File: src/rtl/addr_filt_pkg.sv
package addr_filt_pkg;
  localparam int IDX_W = 4;

  typedef struct packed {
    logic             clear;
    logic             load;
    logic             decide;
    logic [IDX_W-1:0] idx;
  } filtStrobes_t;
endpackage

File: src/rtl/addr_filt_ctrl.sv
module addr_filt_ctrl
  import addr_filt_pkg::*;
#(
  parameter int ADDR_BYTES = 6
) (
  input  logic         clk,
  input  logic         rstN,
  input  logic         byteValid,
  input  logic         sofIn,
  output filtStrobes_t strobes
);
  localparam logic [IDX_W-1:0] LAST_IDX = IDX_W'(ADDR_BYTES - 1);
  localparam logic [IDX_W-1:0] NUM_IDX  = IDX_W'(ADDR_BYTES);

  logic [IDX_W-1:0] byteCnt;
  logic             armed;
  logic             pendDecide;
  logic             newFrame;

  always_comb begin
    newFrame       = sofIn && byteValid;
    strobes.clear  = newFrame;
    strobes.load   = byteValid && (newFrame || (armed && byteCnt < NUM_IDX));
    strobes.decide = pendDecide && !newFrame;
    strobes.idx    = newFrame ? '0 : byteCnt;
  end

  always_ff @(posedge clk) begin
    if (!rstN) begin
      byteCnt    <= '0;
      armed      <= 1'b0;
      pendDecide <= 1'b0;
    end else if (newFrame) begin
      byteCnt    <= IDX_W'(1);
      armed      <= 1'b1;
      pendDecide <= 1'b0;
    end else begin
      pendDecide <= strobes.load && (byteCnt == LAST_IDX);
      if (strobes.load) byteCnt <= byteCnt + 1'b1;
    end
  end
endmodule

File: src/rtl/addr_filt_datapath.sv
module addr_filt_datapath
  import addr_filt_pkg::*;
#(
  parameter int ADDR_BYTES = 6,
  parameter int HASH_BITS  = 6
) (
  input  logic                      clk,
  input  logic                      rstN,
  input  filtStrobes_t              strobes,
  input  logic [7:0]                byteData,
  input  logic [ADDR_BYTES*8-1:0]   ownAddr,
  input  logic [(1<<HASH_BITS)-1:0] uniHashTbl,
  input  logic [(1<<HASH_BITS)-1:0] grpHashTbl,
  input  logic                      bcastReject,
  input  logic                      promiscEn,
  output logic                      decValid,
  output logic                      accept,
  output logic                      flushReq,
  output logic                      normalPass
);
  localparam int          ADDR_W = ADDR_BYTES * 8;
  localparam logic [31:0] POLY   = 32'h04C1_1DB7;

  logic [ADDR_W-1:0]    addrReg;
  logic [31:0]          crcReg;
  logic [31:0]          crcSeed;
  logic [HASH_BITS-1:0] hashIdx;
  logic                 isBcast, isGroup, exactHit, filtPass, finalAcc;

  function automatic logic [31:0] crcByte(input logic [31:0] c, input logic [7:0] d);
    logic [31:0] r;
    r = c;
    for (int i = 0; i < 8; i++) begin
      if (r[31] ^ d[i]) r = {r[30:0], 1'b0} ^ POLY;
      else              r = {r[30:0], 1'b0};
    end
    return r;
  endfunction

  always_comb begin
    crcSeed  = strobes.clear ? 32'hFFFF_FFFF : crcReg;
    hashIdx  = crcReg[31 -: HASH_BITS];
    isBcast  = &addrReg;
    isGroup  = addrReg[0];
    exactHit = (addrReg == ownAddr);
    if (isBcast)      filtPass = !bcastReject;
    else if (isGroup) filtPass = grpHashTbl[hashIdx];
    else              filtPass = exactHit || uniHashTbl[hashIdx];
    finalAcc = promiscEn || filtPass;
  end

  always_ff @(posedge clk) begin
    if (!rstN) begin
      addrReg <= '0;
      crcReg  <= '1;
    end else if (strobes.load) begin
      addrReg[{strobes.idx, 3'b000} +: 8] <= byteData;
      crcReg <= crcByte(crcSeed, byteData);
    end
  end

  always_ff @(posedge clk) begin
    if (!rstN) begin
      decValid   <= 1'b0;
      accept     <= 1'b0;
      flushReq   <= 1'b0;
      normalPass <= 1'b0;
    end else if (strobes.clear) begin
      decValid   <= 1'b0;
      accept     <= 1'b0;
      flushReq   <= 1'b0;
      normalPass <= 1'b0;
    end else if (strobes.decide) begin
      decValid   <= 1'b1;
      accept     <= finalAcc;
      flushReq   <= !finalAcc;
      normalPass <= filtPass;
    end else begin
      flushReq   <= 1'b0;
    end
  end
endmodule

File: src/rtl/eth_rx_addr_filter.sv
module eth_rx_addr_filter
  import addr_filt_pkg::*;
#(
  parameter int ADDR_BYTES = 6,
  parameter int HASH_BITS  = 6
) (
  input  logic                      clk,
  input  logic                      rstN,
  input  logic                      byteValid,
  input  logic                      sofIn,
  input  logic [7:0]                byteData,
  input  logic [ADDR_BYTES*8-1:0]   ownAddr,
  input  logic [(1<<HASH_BITS)-1:0] uniHashTbl,
  input  logic [(1<<HASH_BITS)-1:0] grpHashTbl,
  input  logic                      bcastReject,
  input  logic                      promiscEn,
  output logic                      decValid,
  output logic                      accept,
  output logic                      flushReq,
  output logic                      normalPass
);
  filtStrobes_t strobes;

  addr_filt_ctrl #(.ADDR_BYTES(ADDR_BYTES)) u_ctrl (
    .clk(clk), .rstN(rstN), .byteValid(byteValid), .sofIn(sofIn), .strobes(strobes)
  );

  addr_filt_datapath #(.ADDR_BYTES(ADDR_BYTES), .HASH_BITS(HASH_BITS)) u_dp (
    .clk(clk), .rstN(rstN), .strobes(strobes), .byteData(byteData),
    .ownAddr(ownAddr), .uniHashTbl(uniHashTbl), .grpHashTbl(grpHashTbl),
    .bcastReject(bcastReject), .promiscEn(promiscEn),
    .decValid(decValid), .accept(accept), .flushReq(flushReq), .normalPass(normalPass)
  );
endmodule

File: config.mk
export PLATFORM = sky130hd
export DESIGN_NAME = eth_rx_addr_filter
export DESIGN_NICKNAME = d
export VERILOG_FILES = /design/src/rtl/addr_filt_pkg.sv /design/src/rtl/addr_filt_ctrl.sv /design/src/rtl/addr_filt_datapath.sv /design/src/rtl/eth_rx_addr_filter.sv
export SDC_FILE = /design/constraint.sdc
export NUM_CORES = 1
export LEC_CHECK = 0
export BUFFER_PORTS_ARGS = -buffer_cell sky130_fd_sc_hd__buf_2
export CAP_MARGIN = 0
export CORE_ASPECT_RATIO = 1.4
export CORE_MARGIN = 8
export CORE_UTILIZATION = 52
export DETAILED_ROUTE_END_ITERATION = 8
export PLACE_DENSITY = 0.84
export SKIP_CTS_REPAIR_TIMING = 1
export SLEW_MARGIN = 20
export SYNTH_ARGS = -nofsm -noshare
export SYNTH_HDL_FRONTEND = slang
export SYNTH_HIERARCHICAL = 1
export SYNTH_SLANG_ARGS = --single-unit
File: constraint.sdc
create_clock -name clk -period 2.9 [get_ports clk]
set_input_delay 0.29 -clock clk [delete_from_list [all_inputs] [get_ports clk]]
set_output_delay 0.29 -clock clk [all_outputs]
set_load 0.02 [all_outputs]
==> summary.txt <==
Floorplan
  • Initial core utilization: a little over half
  • Die Wd: around 110 µm
  • Ports: approximately 190
  • Core region area: 11700 µm²
  • Die Area: roughly 16000 µm²
  • Row count: 47
  • Die Ht: around 150 µm

Worst setup path
  • Critical-path top delay cell: mux4_1
  • R2r setup slk: approximately 420 ps
  • CP startpoint kind: register
  • Reg-to-Reg Start: u_dp/crcReg[28]
  • Capture point of the worst reg-to-reg path: u_dp/flushReq
  • CP Cell Sequence: mux4_1, mux4_2, a2bb2oi_1, nand3_2, o311ai_1, nand3_1, and4_1
  • CP endpoint: u_dp/flushReq
  • Worst r2r path cells: 7
  • Worst Path Arrival: about 2800 ps
  • Maximum fanout along the worst path: 9
  • CP Capture Type: register
  • Delay of the slowest critical-path stage: about 630 ps
  • Setup CP Type: register to register
  • CP Launch Point: u_dp/crcReg[28]
  • Worst path required time: 3180 ps

Min path
  • HP Class: input pin to register
  • Hold path depth: 3

STA
  • Hold Fails Final Rpt: 0
  • Max-slew violations: 0
  • RSZ-0062 raised after global routing: no
  • Final period utilization: 85.53%
  • Fmax: 403.1 MHz
  • Worst Tran Pin Value: 654.4 ps
  • Setup_tns: 0 ps
  • Slew HR: between 50% and 60%
  • # setup viols final: 0
  • Max Clock Skew: between 4 and 5 ps
  • Post-layout min period: about 2500 ps

Power and ir drop
  • Clk pwr share: a little over a quarter
  • Power Dens Cells: between 500 and 600 nW/µm²
  • Seq pwr share: approximately a third
  • Comb pwr share: between 30% and 40%
  • Net load switching power: around 1.4 mW
  • Int Pwr: ~2.9 mW
  • VDD IR max: roughly 270 µV
  • Leakage: roughly 3.7 nW
  • Sw Ratio: approximately 33%

Clock network
  • Worst skew pair latency: ~340 ps
  • CTS root buf: clkbuf_16
  • H-Tree Depth: 3
  • Clock tree from TritonCTS: yes
  • CTS clock-pin slew for the worst setup and hold paths: 60 ps
  • # clock sinks: 90
  • CTS Buf Count: 9
  • Max Buffers Root-to-Sink: 2

Cells and area
  • Final Non-Filler Cells: around 1k
  • Area growth from synthesis to layout: 23.63%
  • Antenna Diode Count: 0
  • Layout cell share with drive strength beyond 1: a little under a third
  • Most frequent cells in the layout: buf_2, nor2_1, dfxtp_1
  • Fin nets: 1067
  • # fillers: about 940
  • Most common cell after layout, fill and taps aside: buf_2

GRT
  • Initial antenna violation count: 0
  • Number of global-route vias before repair: roughly 5.8k
  • First-pass GRT wire length: about 30 mm
  • Grt total ovfl: 0
  • Total GRT Usage: between 20% and 30%
  • Largest net degree at the start of global routing: 39

Logic synthesis
  • Register area share after synthesis: between 20% and 30%
  • Yosys cell types: between 50 and 60
  • Area share of the largest cell type after synthesis: 29.13%
  • Main synth FF type: dfxtp_1
  • Seq cells post-synth: 90
  • YS warnings: 6
  • Cells after Synth: slightly below 700
  • Mapped Nets: 881
  • Post-synth EDFFs: 0
  • Syn Area/Cell: approximately 9.0 µm²
  • Yosys top cell by area: dfxtp_1
  • Post-Syn Area: 6185 µm²
  • Synth async-reset ratio: 0%
  • Top cells by area, synth: dfxtp_1, mux2i_1, xor2_1

Placement
  • Post-DP HPWL: 15.30 mm
  • Buffers on Ports: between 150 and 200
  • GP Congestion: 0.9109
  • Placed cells: a little over 1k

Route
  • Total number of vias: 5884
  • DRT Wirelength: about 20 mm
  • WL/cell: 19.11 µm
  • Vias/cell: approximately 5.7
  • DRT iter0 DRCs: between 400 and 500
  • Post-route DRC: 0
  • Drt first pass iters: 5
  • Final ANT Viol Nets: 0

Status
  • Status: complete, no violations

Job
  • Max cap viols: 0
==> state kept, by name, summed over array words and instances (netlist names) <==
signal	cells
u_dp/addrReg	48
u_dp/crcReg	32
u_ctrl/byteCnt	4
u_ctrl/armed	1
u_ctrl/pendDecide	1
u_dp/accept	1
u_dp/decValid	1
u_dp/flushReq	1
u_dp/normalPass	1
==> layout make-up <==
class	instances	area (µm²)	share of cell area, %
clock inverter	6	65.06	0.8509
inverter	10	37.54	0.4909
sequential	90	1802	23.56
timing repair buffer	221	1201	15.71
tap	147	183.9	2.405
multi-input combinational	542	4118	53.85
clock buffer	10	239.0	3.126
==> critical path, delay by kind of cell (launching register included) <==
| kind | cells | cell delay [ps] |
|---|---|---|
| multiplexers | 2 | 1090 |
| AND/OR/NAND/NOR | 3 | 410 |
| flip-flops | 1 | 610 |
| AO/OA/AOI/OAI | 2 | 310 |
==> cell families after synthesis <==
| family | Yosys count | share of synthesized area (%) |
|---|---|---|
| buffers and inverters | 56 | 4.289 |
| AO/OA/AOI/OAI | 71 | 6.919 |
| AND/OR/NAND/NOR | 257 | 20.37 |
| XOR/XNOR | 122 | 18.83 |
| multiplexers | 89 | 19.85 |
| adder cells (fa/ha/maj) | 3 | 0.6070 |
| flip-flops | 90 | 29.13 |
==> synth_stat cells (4+ instances only) <==
master,count
a21oi_1,19
and2_1,5
and3_1,4
buf_2,9
buf_4,5
clkbuf_1,24
dfxtp_1,90
inv_1,9
mux2i_1,63
mux4_1,9
mux4_2,15
nand2_1,57
nand3_1,18
nand3b_1,6
nand4_1,21
nor2_1,92
nor2b_1,5
nor3_1,5
nor3b_1,9
nor4_1,17
o21ai_0,26
or3_1,7
xnor2_1,47
xnor2_2,7
xor2_1,64
==> stage by stage <==
stage               hold WS [ps]  total power [mW]  cell area (µm²)  util, %  setup WS, ps
global route               234.7             4.583             7646    65.34         194.4
finish                     227.1             4.365             7646    65.34         419.5
CTS                        219.5             4.362             7646    65.34         438.2
floorplan                  399.3             2.750             6185        -         553.7
global placement           436.3             3.142             7342    62.74         397.5
detailed placement         451.8             3.175             7342    62.74         315.9
==> power groups by stage <==
stage	registers (mW)	logic, mW	clock network (mW)
after CTS	1.45	1.72	1.19
final	1.45	1.74	1.18
after global placement	1.48	1.66	0
after detailed placement	1.48	1.70	0
after floorplan	1.42	1.33	0
after global routing	1.47	1.88	1.24
==> worst min path at each step <==
stage	from	slack [ps]	to
after floorplan	rstN	400	u_ctrl/byteCnt[0]
after global placement	u_dp/decValid	440	u_dp/decValid
after detailed placement	u_dp/decValid	450	u_dp/decValid
after CTS	promiscEn	220	u_dp/accept
after global routing	promiscEn	230	u_dp/accept
final	promiscEn	230	u_dp/accept
==> metal layers <==
| metal | track usage (%) | share of wire, % |
|---|---|---|
| met1 | 26.60 | 36 |
| met2 | 43.88 | 53 |
| met3 | 4.433 | 7.8 |
| met4 | 9.268 | 3.3 |
| met5 | 0 | 0 |
Power figures use the tool's default switching activity.
